--- src/rtl/lat_pkg.sv ---
package lat_pkg;

  localparam int OP_W  = 4;
  localparam int WIN_W = 4;

  typedef logic [OP_W-1:0]  opcode_t;
  typedef logic [WIN_W-1:0] winmax_t;

  // Upper edge of the operand window for each opcode; zero means no operand fetch.
  function automatic winmax_t window_max(input opcode_t op);
    winmax_t m;
    case (op)
      4'h5:          m = 4'd5;
      4'h6:          m = 4'd8;
      4'h7:          m = 4'd6;
      4'hA, 4'hB:    m = 4'd0;
      default:       m = 4'd7;
    endcase
    return m;
  endfunction

endpackage

--- src/rtl/lat_interlace.sv ---
module lat_interlace #(
  parameter int SECT_W = 6,
  parameter int STRIDE = 7
) (
  input  logic [SECT_W-1:0] logical_sect,
  output logic [SECT_W-1:0] physical_sect
);
  localparam int NSECT = 1 << SECT_W;
  localparam logic [SECT_W-1:0] BACKSTEP = SECT_W'(NSECT - STRIDE);

  // Each logical step moves the physical position back by STRIDE around the ring.
  always_comb physical_sect = logical_sect * BACKSTEP;
endmodule

--- src/rtl/lat_distance.sv ---
module lat_distance #(
  parameter int SECT_W = 6
) (
  input  logic [SECT_W-1:0] from_sect,
  input  logic [SECT_W-1:0] to_sect,
  output logic [SECT_W-1:0] ahead
);
  // Modular difference: truncation to SECT_W bits provides the wrap.
  always_comb ahead = to_sect - from_sect;
endmodule

--- src/rtl/lat_window.sv ---
module lat_window #(
  parameter int SECT_W  = 6,
  parameter int WIN_MIN = 2
) (
  input  lat_pkg::opcode_t  opcode,
  input  logic [SECT_W-1:0] opnd_ahead,
  input  logic [SECT_W-1:0] pc_ahead,
  output logic              on_time
);
  import lat_pkg::*;

  winmax_t           hi;
  logic [SECT_W-1:0] hi_ext;
  logic [SECT_W-1:0] lo_ext;
  logic              opnd_fits;
  logic              pc_fits;

  always_comb begin
    hi        = window_max(opcode);
    hi_ext    = SECT_W'(hi);
    lo_ext    = SECT_W'(WIN_MIN);
    opnd_fits = (opnd_ahead >= lo_ext) && (opnd_ahead <= hi_ext);
    pc_fits   = (pc_ahead >= lo_ext);
    if (pc_ahead == '0)
      on_time = 1'b0;
    else if (hi == '0)
      on_time = pc_fits;
    else
      on_time = opnd_fits;
  end
endmodule

--- src/rtl/drum_latency.sv ---
module drum_latency #(
  parameter int ADDR_W  = 12,
  parameter int SECT_W  = 6,
  parameter int STRIDE  = 7,
  parameter int WIN_MIN = 2,
  parameter int DLY_W   = SECT_W + 1
) (
  input  logic                 clk,
  input  logic                 rst,
  input  logic                 req_valid,
  input  logic [ADDR_W-1:0]    cur_addr,
  input  logic [ADDR_W-1:0]    next_addr,
  input  logic [ADDR_W-1:0]    opnd_addr,
  input  logic [3:0]           opcode,
  output logic                 dly_valid,
  output logic [DLY_W-1:0]     dly_count
);
  import lat_pkg::*;

  localparam int NSECT = 1 << SECT_W;
  localparam int NPOS  = 3;
  localparam int IDX_CUR = 0;
  localparam int IDX_NXT = 1;
  localparam int IDX_OPD = 2;

  logic [SECT_W-1:0] log_sect  [NPOS];
  logic [SECT_W-1:0] phys_sect [NPOS];
  logic [SECT_W-1:0] pc_ahead;
  logic [SECT_W-1:0] opnd_ahead;
  logic              on_time;
  logic [DLY_W-1:0]  pc_wide;
  logic [DLY_W-1:0]  next_count;

  always_comb begin
    log_sect[IDX_CUR] = cur_addr[SECT_W-1:0];
    log_sect[IDX_NXT] = next_addr[SECT_W-1:0];
    log_sect[IDX_OPD] = opnd_addr[SECT_W-1:0];
  end

  for (genvar g = 0; g < NPOS; g++) begin : g_map
    lat_interlace #(.SECT_W(SECT_W), .STRIDE(STRIDE)) u_map (
      .logical_sect  (log_sect[g]),
      .physical_sect (phys_sect[g])
    );
  end

  lat_distance #(.SECT_W(SECT_W)) u_pc_dist (
    .from_sect (phys_sect[IDX_CUR]),
    .to_sect   (phys_sect[IDX_NXT]),
    .ahead     (pc_ahead)
  );

  lat_distance #(.SECT_W(SECT_W)) u_opnd_dist (
    .from_sect (phys_sect[IDX_CUR]),
    .to_sect   (phys_sect[IDX_OPD]),
    .ahead     (opnd_ahead)
  );

  lat_window #(.SECT_W(SECT_W), .WIN_MIN(WIN_MIN)) u_win (
    .opcode     (opcode_t'(opcode)),
    .opnd_ahead (opnd_ahead),
    .pc_ahead   (pc_ahead),
    .on_time    (on_time)
  );

  always_comb begin
    pc_wide    = DLY_W'(pc_ahead);
    next_count = on_time ? (pc_wide - DLY_W'(1))
                         : (pc_wide + DLY_W'(NSECT - 1));
  end

  always_ff @(posedge clk) begin
    if (rst) begin
      dly_valid <= 1'b0;
      dly_count <= '0;
    end else begin
      dly_valid <= req_valid;
      if (req_valid)
        dly_count <= next_count;
    end
  end
endmodule

--- config.mk ---
export PLATFORM = sky130hd
export DESIGN_NAME = drum_latency
export DESIGN_NICKNAME = d
export VERILOG_FILES = /design/src/rtl/lat_pkg.sv /design/src/rtl/lat_interlace.sv /design/src/rtl/lat_distance.sv /design/src/rtl/lat_window.sv /design/src/rtl/drum_latency.sv
export SDC_FILE = /design/constraint.sdc
export NUM_CORES = 1
export LEC_CHECK = 0
export BUFFER_PORTS_ARGS = -buffer_cell sky130_fd_sc_hd__buf_2
export CORE_ASPECT_RATIO = 0.75
export CORE_MARGIN = 5
export CORE_UTILIZATION = 53
export DETAILED_ROUTE_END_ITERATION = 16
export GPL_TIMING_DRIVEN = 0
export PLACE_DENSITY_LB_ADDON = 0.08
export SYNTH_ARGS = -nofsm -noshare
export SYNTH_HDL_FRONTEND = slang
export SYNTH_SLANG_ARGS = --single-unit
export TNS_END_PERCENT = 100
--- constraint.sdc ---
create_clock -name clk -period 10.8 [get_ports clk]
set_input_delay 1.62 -clock clk [delete_from_list [all_inputs] [get_ports clk]]
set_output_delay 1.62 -clock clk [all_outputs]
set_load 0.02 [all_outputs]
# ---- Word level (Yosys, flattened, before mapping)
# Cells that the tools add are included.
dict set report op_classes {
  bitwise 0
  eq_ne 5
  muxes 4
  n_lt_le_gt_ge 3
  n_shift 0
  n_addsub 4
  reduce_logical 4
  n_div 0
  mul 3
}
# op count
set op_table {}
lappend op_table {{multiplier 6 x 4 -> 6 bit (second input constant)} 3}
lappend op_table {{one-hot mux 4 bit (4 select lines)} 1}
lappend op_table {{== test 4 x 3 -> 1 bit (second input constant)} 3}
lappend op_table {{greater-or-equal comparator 6 x 2 -> 1 bit (second input constant)} 2}
lappend op_table {{subtractor 6 bit} 2}
lappend op_table {{== test 4 bit (second input constant)} 2}
lappend op_table {{adder 6 x 6 -> 7 bit (second input constant)} 1}
lappend op_table {{2-to-1 mux 7 bit} 1}
lappend op_table {{subtractor 6 x 1 -> 7 bit (second input constant)} 1}
lappend op_table {{less-or-equal comparator 6 x 4 -> 1 bit} 1}
lappend op_table {{logical NOT 6 bit} 1}
lappend op_table {{logical NOT 4 bit} 1}
lappend op_table {{2-to-1 mux 1 bit} 2}
lappend op_table {{OR reduction 2 bit} 1}
lappend op_table {{logical AND 1 bit} 1}
dict set report word_totals {
  rom_bits 0
  ramBits 0
  latch_bits 0
  output_inout_bits 8
  reg_bits 8
  memories 0
  wordCells 25
}

# ---- Logic depth before layout (Yosys ltp)
dict set report depth {
  word_depth 8
  depth_mapped 16
  ltp_nobuf 16
}

# ---- By module
# From an unflattened synthesis, not the netlist that was laid out.
dict set report unflattened {
  cells_unflattened 164
  area_unflattened_um2 1353.8
}
# mod area_each_um2 n_inst cells_each
set modules_own_cells {}
lappend modules_own_cells {lat_distance 254.0 2 33}
lappend modules_own_cells {drum_latency 361.6 1 40}
lappend modules_own_cells {lat_interlace 101.3 3 11}
lappend modules_own_cells {lat_window 180.2 1 25}

# ---- Worst setup path before layout
# OpenSTA, ideal clock, no wires.
dict set report synth_path {
  kind {input-to-reg}
  from {in cur_addr[0]}
  to {reg dly_count[6]}
  path_buffers 0
  setup_ps 132
  path_slack_ps 5925
  t_arrival_ps 4743
  cell_stages 14
  path_cell_list {fa_1 -> inv_1 -> ha_1 -> inv_1 -> ha_1 -> inv_1 -> fa_1 -> inv_1 -> ha_1 -> ha_1 -> a21oi_1 -> xnor3_1 -> a211oi_1 -> a211oi_2}
}
dict set report synth_between {
  elab_chain_cells 7
  word_cells_on_any_way 13
  classes_between {4 x add/sub; 1 x mul; 3 x order compare; 3 x mux; 2 x reduce/logical}
}
# element line
set synth_lines {}
lappend synth_lines {{start: declaration} drum_latency.sv:11} ;# input logic [ADDR_W-1:0] cur_addr,
lappend synth_lines {{multiplier 6 x 4 -> 6 bit *} lat_interlace.sv:12} ;# always_comb physical_sect = logical_sect * BACKSTEP;
lappend synth_lines {{subtractor 6 bit} lat_distance.sv:9} ;# always_comb ahead = to_sect - from_sect;
lappend synth_lines {{greater-or-equal comparator 6 x 2 -> 1 bit / less-or-equal comparator 6 x 4 -> 1 bit (equally long branches)} lat_window.sv:22} ;# opnd_fits = (opnd_ahead >= lo_ext) && (opnd_ahead <= hi_ext);
lappend synth_lines {{logical AND 1 bit} lat_window.sv:22}
lappend synth_lines {{2-to-1 mux 1 bit} lat_window.sv:26} ;# else if (hi == '0)
lappend synth_lines {{2-to-1 mux 1 bit} lat_window.sv:24} ;# if (pc_ahead == '0)
lappend synth_lines {{2-to-1 mux 7 bit *} drum_latency.sv:68} ;# next_count = on_time ? (pc_wide - DLY_W'(1))
lappend synth_lines {{end signal: assignment} drum_latency.sv:79} ;# dly_count <= next_count;
lappend synth_lines {{end: declaration} drum_latency.sv:16} ;# output logic [DLY_W-1:0] dly_count
# Mark *: on every way between the ends. The rest lies on a longest branch, timed or not.
# A chain may end at the register's enable or synchronous reset.

# ---- Worst setup path in the final report
# Same ends and word-level chain as after synthesis.

==> reports/metrics.csv <==
stage,metric,value,unit
place,dpl_cell_area,1498,sq um
logic_synthesis,yosysWarnings,0,
grt,grt_pass1_wl,3905,microns
logic_synthesis,synth_area_leaders,"ha_1 31%, dfxtp_1 12%, fa_1 11%",
timing,slew_viol_final,0,
timing,fin_crit,4.918,ns
detailed_routing,drc_errors,0,
critical_path,cp.arrival,5.05,ns
clocking,cts_tree,built,
logic_synthesis,syn_area,1300,sq um
logic_synthesis,yosysTopAreaCellShare,30.80,%
critical_path,end_kind,flip-flop,
timing,finClkSkew,0,ns
floorplanning,rows,15,
clocking,cts_inserted_buffers,3,
final_layout,layout_common_cells,"32 x ha_1, 31 x buf_2, 30 x inv_1",
clocking,clk_latency,0.25,ns
critical_path,critical_path_required,10.93,ns
logic_synthesis,seq_area_frac_synth,12.32,%
detailed_routing,ant_nets,0,
floorplanning,io_pins,51,
timing,finalSetupViolCount,0,
clocking,clockRootBuffer,clkbuf_4,
critical_path,r2r_start,dly_count[6],
timing,rsz0062_at_grt,false,
final_layout,nets,258,
critical_path,r2r-end,dly_count[6],
grt,antenna_found_initial,0,
critical_path,cpPeakStageDelay,0.53,ns
logic_synthesis,syn_inst,140,
final_layout,drive_gt1_share,20.11,%
power,power_density,131.7,nW/um^2
critical_path,slowest_stage,fa_1,
grt,grt_max_degree,11,
final_layout,area_delta_synth_final,16.94,%
place,port_buffers,31,
detailed_routing,routed_wl,2328,microns
final_layout,final_cell_area,1520,sq um
detailed_routing,viasPerCell,4.904,
timing,finalSetupTns,0,ns
timing,finalHoldViolCount,0,
logic_synthesis,synth_edf_count,0,
floorplanning,die_h,52.89,microns
floorplanning,die_w,67.19,microns
critical_path,crit_type,in -> reg,
logic_synthesis,synthDistinctLibCells,26,
power,leakage,0.0008515,uW
timing,max_slew_margin,71.38,%
clocking,clkTransAtPathRegs,0.06,ns
logic_synthesis,synth_nets,222,
detailed_routing,drtPass1Iterations,4,
logic_synthesis,ys_ff_latch,8,
detailed_routing,wire_per_inst,11.19,microns
flow_run,maxCapViolations,0,
timing,clock.fmax,203.3,MHz
logic_synthesis,ys.flop_type,dfxtp_1,
grt,grt_pass1_vias,1001,
floorplanning,core-area,2327,sq um
final_layout,antenna_cells,0,
critical_path,setup.worst_path.start,cur_addr[0],
place,gp_congestion,0.6976,
run_status,status,"finished, final reports clean",
critical_path,reg2regPathDepth,3,
clocking,holdBufCountCts,0,
logic_synthesis,synth-async-reset-ratio,0,%
floorplanning,die_area,3553,sq um
timing,tightest_slew,0.4294,ns
timing,period_share,45.54,%
floorplanning,initial_core_util,55.86,%
critical_path,cp-start-kind,input pin,
grt,grtUsageTotal,14.32,%
power,peakVddDrop,0.07256,mV
final_layout,final_common_cell,ha_1,
critical_path,r2r_slack,9.79,ns
clocking,cts_max_path_buffers,2,
clocking,cts_max_level,1,
logic_synthesis,yosysTopAreaCell,ha_1,
clocking,cts_sinks,8,
grt,overflow,0,
min_path,hp-class,reg -> reg,
clocking,cts_resized,0,
place,dpl.hpwl,2084,microns
clocking,postCtsSetupBuffers,0,
detailed_routing,vias,1020,
critical_path,crit_chain,buf_2 > fa_1 > inv_1 > ha_1 > inv_1 > ha_1 > inv_1 > fa_1 > inv_1 > ha_1 > ha_1 > a21oi_1 > xnor3_1 > a211oi_1 > a211oi_2,
critical_path,crit_end,dly_count[6],
detailed_routing,first_iter_violations,8,
critical_path,cp_max_fo,5,
logic_synthesis,synth.avg_cell_area,9.286,sq um
==> stage by stage <==
step / power, uW / setup slack [ns] / hold slack, ns / util (%) / instances
2_1_floorplan: 148.0 / 5.925 / 0.5508 / - / 140
3_3_place_gp: 175.1 / 5.625 / 0.4632 / 64.35 / 205
3_5_place_dp: 178.4 / 5.601 / 0.4782 / 64.35 / 205
5_1_grt: 223.8 / 5.666 / 0.5088 / 65.32 / 208
4_1_cts: 203.7 / 5.862 / 0.4930 / 65.32 / 208
6_report: 200.3 / 5.882 / 0.4846 / 65.32 / 208
==> where the power goes <==
part | switching, uW | internal, uW | leakage (uW) | total [uW]
logic | 69.0 | 70.4 | 0.000771 | 139
registers | 2.70 | 35.2 | 0.0000664 | 37.9
clock network | 10.2 | 12.7 | 0.0000138 | 22.9
==> per-layer routing <==
metal | up-vias | track usage (%) | share of wire (%)
met5 | - | 0 | 0
li1 | 535 | - | -
met4 | 0 | 5.051 | 0.26
met1 | 458 | 18.44 | 48
met2 | 25 | 24.47 | 45
met3 | 2 | 1.911 | 6.9
==> cell usage after synthesis, types with 3 or more instances <==
master,instances
a21o_1,3
xnor3_1,4
dfxtp_1,8
nor2b_1,3
ha_1,32
a211oi_1,4
nor3_1,3
nor2_1,7
nand2_1,4
a21oi_1,3
inv_1,30
xnor2_1,12
fa_1,7
==> registers in the layout, summed over array words and instances (netlist names) <==
signal     cells
dly_valid      1
dly_count      7
==> cell type report <==
class	instances	area [sq um]
tap	34	42.54
timing repair buffer	31	155.1
clock buffer	3	22.52
inverter	30	112.6
buffer	2	7.507
multi-input combinational	100	1020
fill	231	807.0
sequential	8	160.2
==> worst min path at each step <==
stage	startpoint	to	slack, ns	cells past startpoint
finish	dly_count[3]	dly_count[3]	0.48	2
global route	dly_count[1]	dly_count[1]	0.51	2
CTS	dly_count[3]	dly_count[3]	0.49	2
detailed placement	dly_count[1]	dly_count[1]	0.48	2
global placement	dly_count[0]	dly_count[0]	0.46	2
floorplan	dly_count[0]	dly_count[0]	0.55	2
==> cells by family after synthesis <==
kind of cell | after synthesis | synth area share, %
simple gates | 23 | 8.951
flops | 8 | 12.32
xor+xnor | 18 | 16.36
fa+ha+maj | 39 | 41.58
mux | 2 | 1.540
compound gates | 18 | 10.01
buf+inv | 32 | 9.240
==> worst max-delay path, delay by kind of cell <==
kind            cells  cell delay [ns]
buf+inv             5             0.33
xor+xnor            1             0.46
compound gates      3             0.48
fa+ha+maj           6             2.14
(Power assumes the default switching activity.)
